**config.mk**
```make
export PLATFORM = sky130hd
export DESIGN_NAME = bitclk_gen
export DESIGN_NICKNAME = d
export VERILOG_FILES = /design/src/rtl/bitclk_pkg.sv /design/src/rtl/bitclk_ctrl.sv /design/src/rtl/bitclk_dp.sv /design/src/rtl/bitclk_gen.sv
export SDC_FILE = /design/constraint.sdc
export NUM_CORES = 1
export LEC_CHECK = 0
export ABC_AREA = 1
export CAP_MARGIN = 25
export CORE_ASPECT_RATIO = 0.75
export CORE_MARGIN = 3
export CORE_UTILIZATION = 60
export CTS_BUF_LIST = sky130_fd_sc_hd__clkbuf_4 sky130_fd_sc_hd__clkbuf_8
export DETAILED_ROUTE_END_ITERATION = 10
export DONT_BUFFER_PORTS = 1
export GPL_ROUTABILITY_DRIVEN = 0
export MAX_ROUTING_LAYER = met4
export PLACE_DENSITY = 0.84
export SLEW_MARGIN = 20
export SYNTH_ARGS = -nofsm -noshare
export SYNTH_HDL_FRONTEND = slang
export SYNTH_HIERARCHICAL = 1
export SYNTH_SLANG_ARGS = --single-unit
```
**constraint.sdc**
```tcl
create_clock -name clk -period 3.85 [get_ports clk]
set_clock_uncertainty 0.05 [all_clocks]
set_input_delay 0.1925 -clock clk [delete_from_list [all_inputs] [get_ports clk]]
set_output_delay 0.1925 -clock clk [all_outputs]
set_load 0.1 [all_outputs]
```
**src/rtl/bitclk_pkg.sv**
```systemverilog
package bitclk_pkg;

  typedef struct packed {
    logic tick;    // prescaler terminal count this cycle
    logic toggle;  // bit clock flips at this edge
    logic clear;   // force idle, no edge strobes
  } bitclk_stb_t;

endpackage

```
**src/rtl/bitclk_ctrl.sv**
```systemverilog
module bitclk_ctrl
  import bitclk_pkg::*;
#(
  parameter int DIV_W = 8
) (
  input  logic             clk,
  input  logic             rst,
  input  logic             enable,
  input  logic             slaveMode,
  input  logic [DIV_W-1:0] prescale,
  input  logic [DIV_W-1:0] rate,
  input  logic             atIdle,
  output bitclk_stb_t      stb
);

  localparam logic [DIV_W-1:0] ONE = DIV_W'(1);

  logic [DIV_W-1:0] halfPreIn;
  logic [DIV_W-1:0] halfPreQ;
  logic [DIV_W-1:0] rateQ;
  logic             slaveQ;
  logic [DIV_W-1:0] preCnt;
  logic [DIV_W-1:0] rateCnt;
  logic             tick;
  logic             lastTick;
  logic             toggle;
  logic             boundary;
  logic             load;

  // Half of the even prescale value; bit 0 dropped, zero floored to one.
  always_comb begin
    halfPreIn = {1'b0, prescale[DIV_W-1:1]};
    if (halfPreIn == '0) halfPreIn = ONE;
  end

  assign tick     = enable && (preCnt >= (halfPreQ - ONE));
  assign lastTick = (rateCnt >= rateQ);
  assign toggle   = tick && lastTick && !slaveQ;
  assign boundary = toggle && !atIdle;
  assign load     = !enable || slaveQ || boundary;

  // Configuration holding registers.
  always_ff @(posedge clk) begin
    if (rst || load) begin
      halfPreQ <= halfPreIn;
      rateQ    <= rate;
      slaveQ   <= slaveMode;
    end
  end

  // Prescaler counter.
  always_ff @(posedge clk) begin
    if (rst || !enable) begin
      preCnt <= '0;
    end else if (tick) begin
      preCnt <= '0;
    end else begin
      preCnt <= preCnt + ONE;
    end
  end

  // Post-divider counter, advanced by prescaler ticks.
  always_ff @(posedge clk) begin
    if (rst || !enable || slaveQ) begin
      rateCnt <= '0;
    end else if (tick) begin
      if (lastTick) rateCnt <= '0;
      else          rateCnt <= rateCnt + ONE;
    end
  end

  always_comb begin
    stb.tick   = tick;
    stb.toggle = toggle;
    stb.clear  = !enable || slaveQ;
  end

  // the effective half prescale never reaches zero.
  a_r2_prescale_floor: assert property (@(posedge clk) disable iff (rst)
    halfPreQ != '0);

  // with unchanged settings the prescaler never passes its terminal count.
  a_r3_pre_bound: assert property (@(posedge clk) disable iff (rst)
    $past(enable) && $stable(halfPreQ) |-> preCnt < halfPreQ);

  // in slave mode the post-divider stays cleared.
  a_r8_slave_rate_idle: assert property (@(posedge clk) disable iff (rst)
    $past(slaveQ) && $past(enable) |-> rateCnt == '0);

endmodule

```
**src/rtl/bitclk_dp.sv**
```systemverilog
module bitclk_dp
  import bitclk_pkg::*;
#(
  parameter logic IDLE_LEVEL = 1'b0
) (
  input  logic        clk,
  input  logic        rst,
  input  bitclk_stb_t stb,
  output logic        bitClk,
  output logic        riseStb,
  output logic        fallStb,
  output logic        sampleTick,
  output logic        atIdle
);

  logic clkQ;

  always_ff @(posedge clk) begin
    if (rst || stb.clear) begin
      clkQ    <= IDLE_LEVEL;
      riseStb <= 1'b0;
      fallStb <= 1'b0;
    end else if (stb.toggle) begin
      clkQ    <= ~clkQ;
      riseStb <= ~clkQ;
      fallStb <= clkQ;
    end else begin
      riseStb <= 1'b0;
      fallStb <= 1'b0;
    end
  end

  always_ff @(posedge clk) begin
    if (rst) sampleTick <= 1'b0;
    else     sampleTick <= stb.tick;
  end

  assign bitClk = clkQ;
  assign atIdle = (clkQ == IDLE_LEVEL);

  // a rise strobe marks the first high cycle.
  a_r5_rise_marks_edge: assert property (@(posedge clk) disable iff (rst)
    riseStb |-> clkQ && !$past(clkQ));

  // a fall strobe marks the first low cycle.
  a_r5_fall_marks_edge: assert property (@(posedge clk) disable iff (rst)
    fallStb |-> !clkQ && $past(clkQ));

  // never both strobes at once.
  a_r5_strobes_exclusive: assert property (@(posedge clk) disable iff (rst)
    !(riseStb && fallStb));

endmodule

```
**src/rtl/bitclk_gen.sv**
```systemverilog
module bitclk_gen
  import bitclk_pkg::*;
#(
  parameter int   DIV_W      = 8,
  parameter logic IDLE_LEVEL = 1'b0
) (
  input  logic             clk,
  input  logic             rst,
  input  logic             enable,
  input  logic             slaveMode,
  input  logic [DIV_W-1:0] prescale,
  input  logic [DIV_W-1:0] rate,
  output logic             bitClk,
  output logic             riseStb,
  output logic             fallStb,
  output logic             sampleTick
);

  bitclk_stb_t stb;
  logic        atIdle;

  bitclk_ctrl #(.DIV_W(DIV_W)) u_ctrl (
    .clk       (clk),
    .rst       (rst),
    .enable    (enable),
    .slaveMode (slaveMode),
    .prescale  (prescale),
    .rate      (rate),
    .atIdle    (atIdle),
    .stb       (stb)
  );

  bitclk_dp #(.IDLE_LEVEL(IDLE_LEVEL)) u_dp (
    .clk        (clk),
    .rst        (rst),
    .stb        (stb),
    .bitClk     (bitClk),
    .riseStb    (riseStb),
    .fallStb    (fallStb),
    .sampleTick (sampleTick),
    .atIdle     (atIdle)
  );

  // one cycle after enable is low the clock idles without strobes.
  a_r6_idle_when_off: assert property (@(posedge clk) disable iff (rst)
    !$past(enable) |-> (bitClk == IDLE_LEVEL) && !riseStb && !fallStb);

  // outputs quiet the cycle after reset.
  a_r1_reset_quiet: assert property (@(posedge clk)
    $past(rst) |-> (bitClk == IDLE_LEVEL) && !riseStb && !fallStb && !sampleTick);

endmodule

```
### Yosys cells after proc, flatten, opt, wreduce, memory -nomap -nowiden

Cells that the tools add are included.

| storage, ports and cells | value |
|---|---|
| flip-flop bits (word level) | 37 |
| input port bits | 20 |
| logic and storage cells | 33 |

| cells by class | value |
|---|---|
| $add $sub $neg | 3 |
| reduce and logical (&&, ||, !) cells | 15 |
| bitwise gates (word level) | 2 |
| $lt $le $gt $ge | 2 |
| multiplexer cells | 1 |

Operator list:

| cell | number |
|---|---|
| adder 8 x 1 -> 8 bit (second input constant) | 2 |
| greater-or-equal comparator 8 bit | 2 |
| two-way mux 8 bit | 1 |
| subtractor 8 x 1 -> 8 bit (second input constant) | 1 |
| logical NOT 7 bit | 1 |
| logical OR 1 bit | 6 |
| logical AND 1 bit | 4 |
| OR reduction 2 bit | 2 |
| logical NOT 1 bit | 2 |
| NOT 1 bit | 2 |

### Depth between registers and ports, before layout

| depth | value |
|---|---|
| depth in word-level cells | 8 |
| depth in mapped cells | 18 |
| mapped depth without buffers | 17 |

### Hierarchy

Netlist, hierarchy kept.

By module, submodules not included:

| module | area an instance (um^2) | seq. area each (um^2) | instances | cells each |
|---|---|---|---|---|
| bitclk_ctrl | 1888.1 | 800.8 | 1 | 216 |
| bitclk_dp | 127.6 | 80.1 | 1 | 16 |

### Worst setup path before layout

No wires, ideal clock.

| timing | value |
|---|---|
| path type | register -> register |
| start | register u_ctrl.halfPreQ[0] |
| end | register u_ctrl.halfPreQ[0] (enable) |
| arrival | 3.008 ns |
| required time | 3.389 ns |
| period minus slack after synthesis | 3.470 ns |
| setup slack | 0.380 ns |
| cell stages (with the launch flop) | 14 |
| library setup time | 0.411 ns |
| cell sequence | edfxtp_1 -> inv_1 -> ha_1 -> nand2_1 -> nor3_1 -> xor2_1 -> inv_1 -> ha_1 -> nand2_2 -> nor2_4 -> nand4_2 -> nand3_2 -> nand3_1 -> o21ai_0 |

| between the ends | value |
|---|---|
| longest elaborated chain between the ends | 8 |

Ends and longest elaborated chain:

| item | line | source |
|---|---|---|
| from (decl) | bitclk_ctrl.sv:19 | `logic [DIV_W-1:0] halfPreQ;` |
| from (signal assigned) | bitclk_ctrl.sv:45 | `halfPreQ <= halfPreIn;` |
| subtractor 8 x 1 -> 8 bit | bitclk_ctrl.sv:36 | `assign tick = enable && (preCnt >= (halfPreQ - ONE));` |
| greater-or-equal comparator 8 bit | bitclk_ctrl.sv:36 |  |
| logical AND 1 bit | bitclk_ctrl.sv:36 |  |
| logical AND 1 bit (2 in series) | bitclk_ctrl.sv:38 | `assign toggle = tick && lastTick && !slaveQ;` |
| logical AND 1 bit | bitclk_ctrl.sv:39 | `assign boundary = toggle && !atIdle;` |
| logical OR 1 bit | bitclk_ctrl.sv:40 | `assign load = !enable \|\| slaveQ \|\| boundary;` |
| logical OR 1 bit | bitclk_ctrl.sv:44 | `if (rst \|\| load) begin` |

No other way between the ends.
A chain may end at the register's enable or synchronous reset.

### Worst setup path after layout

| timing | value |
|---|---|
| start | register u_ctrl.halfPreQ[0] |
| end | register u_ctrl.slaveQ (enable) |

| between the ends | value |
|---|---|
| longest elaborated chain between the ends | 8 |

Ends and longest elaborated chain:

| item | line | source |
|---|---|---|
| subtractor 8 x 1 -> 8 bit | bitclk_ctrl.sv:36 |  |
| greater-or-equal comparator 8 bit | bitclk_ctrl.sv:36 |  |
| logical AND 1 bit | bitclk_ctrl.sv:36 |  |
| logical AND 1 bit (2 in series) | bitclk_ctrl.sv:38 |  |
| logical AND 1 bit | bitclk_ctrl.sv:39 |  |
| logical OR 1 bit | bitclk_ctrl.sv:40 |  |
| logical OR 1 bit | bitclk_ctrl.sv:44 |  |
| to (signal assigned) | bitclk_ctrl.sv:47 | `slaveQ <= slaveMode;` |
| to (decl) | bitclk_ctrl.sv:21 | `logic slaveQ;` |

No other way between the ends.

==> out/metrics.yaml <==
die:
  core_um2: 3080
  io_pins: 24
  die_w_um: 72.9
  initial_core_util_pct: 65.4
  die_height_um: 56.2
  dieArea_um2: 4100
  rows: 17
grt:
  grt_use_total_pct: 22.4
  overflow: 0
  antenna_found_initial: 0
  grt_pass1_wl_mm: 6.73
  grt_pass1_vias: 1480
  grt_max_degree: 17
synth:
  netlist_instances: 232
  syn_avg_cell_area_um2: 8.69
  syn_area_um2: 2020
  seq_area_frac_synth_pct: 43.7
  synthesis.nets: 271
  synth.distinct_cells: 32
  synth_seq_cells: 36
  yosys_warnings: 6
cells_and_area:
  post-route-util_pct: 73.3
  final_cell_mix: "nand2_1, inv_1, nor2_1"
  final_common_cell: "nand2_1"
  drive_above_1_share_pct: 10.5
  area_growth_pct: 12.2
  nNetsFinal: 285
  n_antenna_cell: 0
clock_network:
  cts_buffer_depth: 2
  cts_tree: "built"
  htree_levels: 2
  numCtsBuffers: 5
  cts.sinks: 36
  clk_latency_ns: 0.29
  cts-root-buf: "clkbuf_8"
  cts_repair_resize_count: 0
  cts.clk_slew.worst_paths_ns: 0.07
place:
  port_buffers: 0
  hpwl_mm: 2.57
power:
  leakagePower_nw: 1.01
  vdd_drop_max_mv: 0.375
  power_w: 0.000756
  power_density_nw_per_um2: 334
setup_path:
  crit_type: "reg2reg"
  crit_arrival_ns: 2.89
  reg2reg_slack_ns: 0.89
  reg2reg_from: "u_ctrl/halfPreQ[0]"
  cp-start-kind: "register"
  required_ns: 3.78
  critPathCaptureType: "register"
  reg2reg_depth: 14
  reg2reg_to: "u_ctrl/slaveQ"
  path_max_fanout: 16
drt:
  drt_iter0_markers: 100
  num_vias: 1471
  drt-total-wl_mm: 3.85
  drc: 0
  ant_nets: 0
  detail_route.wl_per_cell_um: 13.5
  post_drt_via_cell_ratio: 5.16
  firstDrtPassIters: 4
run:
  maxCapViolCount: 0
status:
  status: "complete, no violations"
timing:
  fin_crit_ns: 2.96
  slew-limit-headroom_pct: 33.0
  setup_viol_count_final: 0
  fin_crit_sh_pct: 76.9
  tightest_slew_ns: 1.00
  rsz0062_at_grt: "no"
  fmax_mhz: 338
  hold_viol_final: 0
  final.setup.tns_ns: 0
  drv_slew: 0
worst_hold_path:
  min_to: "u_ctrl/rateCnt[0]"
  hp-class: "in2reg"
  hold_depth: 2
  min_from: "enable"
## power breakdown
group	total [W]	internal (W)	switching, W
Combinational	0.0000666	0.0000308	0.0000358
Sequential	0.000420	0.000413	0.00000738
Clock	0.000269	0.000140	0.000129
## critical path: stages, from the launching register on
cell	delay, ns
edfxtp_1	0.36
inv_1	0.10
ha_1	0.20
nand2_1	0.09
nor3_1	0.19
xor2_1	0.17
inv_1	0.06
ha_1	0.28
nand2_2	0.07
nor2_4	0.12
nand4_2	0.08
nand3_2	0.25
nand3_1	0.20
o21ai_1	0.16
buf_4	0.27
## kinds of logic (layout without fill, tap and decap cells)
| kind of cell | Yosys count | count (layout) | share of synthesized area, % |
|---|---|---|---|
| compound gates | 12 | 12 | 3.54 |
| buf+inv | 45 | 60 | 9.31 |
| flops | 36 | 36 | 43.7 |
| xor+xnor | 10 | 10 | 4.34 |
| simple gates | 110 | 110 | 27.3 |
| fa+ha+maj | 19 | 19 | 11.8 |
## through the flow
step / hold slack [ns] / area [µm²] / setup slack, ns / cells
after floorplan: 0.214 / 2020 / 0.380 / 232
after global placement: 0.217 / 2010 / 0.972 / 261
after detailed placement: 0.221 / 2010 / 0.905 / 261
after CTS: 0.0104 / 2260 / 0.894 / 285
after global routing: 0.0308 / 2260 / 0.545 / 285
final: 0.0207 / 2260 / 0.888 / 285
## state kept, by name (all words and copies together), names as in the netlist
signal           cells
u_dp/fallStb         1
u_ctrl/preCnt        8
u_ctrl/slaveQ        1
u_dp/bitClk          1
u_dp/sampleTick      1
u_ctrl/rateQ         8
u_ctrl/halfPreQ      7
u_dp/riseStb         1
u_ctrl/rateCnt       8
## synth_stat cells
cell type / n / area [µm²]
a21o_1: 3 / 22.5
a21oi_1: 6 / 30.0
a21oi_2: 1 / 8.76
buf_4: 2 / 15.0
buf_6: 1 / 11.3
clkbuf_1: 6 / 22.5
clkbuf_4: 1 / 7.51
dfxtp_1: 20 / 400
edfxtp_1: 16 / 480
ha_1: 19 / 238
inv_1: 33 / 124
inv_2: 2 / 7.51
nand2_1: 43 / 161
nand2_2: 3 / 18.8
nand3_1: 9 / 45.0
nand3_2: 5 / 50.1
nand3b_1: 1 / 7.51
nand3b_4: 1 / 20.0
nand4_1: 6 / 37.5
nand4_2: 1 / 12.5
nor2_1: 30 / 113
nor2_2: 1 / 6.26
nor2_4: 1 / 11.3
nor3_1: 4 / 20.0
nor3_4: 1 / 16.3
nor4_1: 1 / 6.26
nor4_2: 1 / 12.5
o21ai_0: 2 / 10.0
or2_1: 1 / 6.26
or2_2: 1 / 6.26
xnor2_1: 6 / 52.6
xor2_1: 4 / 35.0
## layer usage
layer | vias up | GRT usage [%] | wire (µm)
met5 | - | - | 0
met4 | 0 | 10.0 | 106
met3 | 10 | 7.04 | 242
met2 | 41 | 34.1 | 1710
met1 | 650 | 27.1 | 1790
li1 | 770 | - | -
## worst max path at each step
stage / start / to / slack, ns / cells past startpoint
after floorplan: u_ctrl/halfPreQ[0] / u_ctrl/halfPreQ[0] / 0.38 / 13
after global placement: u_ctrl/halfPreQ[0] / u_ctrl/rateQ[3] / 0.97 / 14
after detailed placement: u_ctrl/halfPreQ[0] / u_ctrl/rateQ[3] / 0.90 / 14
after CTS: u_ctrl/halfPreQ[0] / u_ctrl/halfPreQ[0] / 0.89 / 14
after global routing: u_ctrl/halfPreQ[0] / u_ctrl/slaveQ / 0.54 / 14
final: u_ctrl/halfPreQ[0] / u_ctrl/slaveQ / 0.89 / 14
## repair_timing
action,4_1_cts,5_1_grt
hold buffers,16,0
hold endpoints to repair,16,0
setup buffers,0,0
## final cells by class
| type | count | area, µm² |
|---|---|---|
| clock buffers | 7 | 83.8 |
| fillers | 209 | 822 |
| multi-input cells | 151 | 947 |
| inverters | 35 | 131 |
| well taps | 38 | 47.5 |
| clock inverters | 1 | 3.75 |
| flip-flops and latches | 36 | 881 |
| repair buffers | 17 | 168 |
Power figures use the tool's default switching activity.
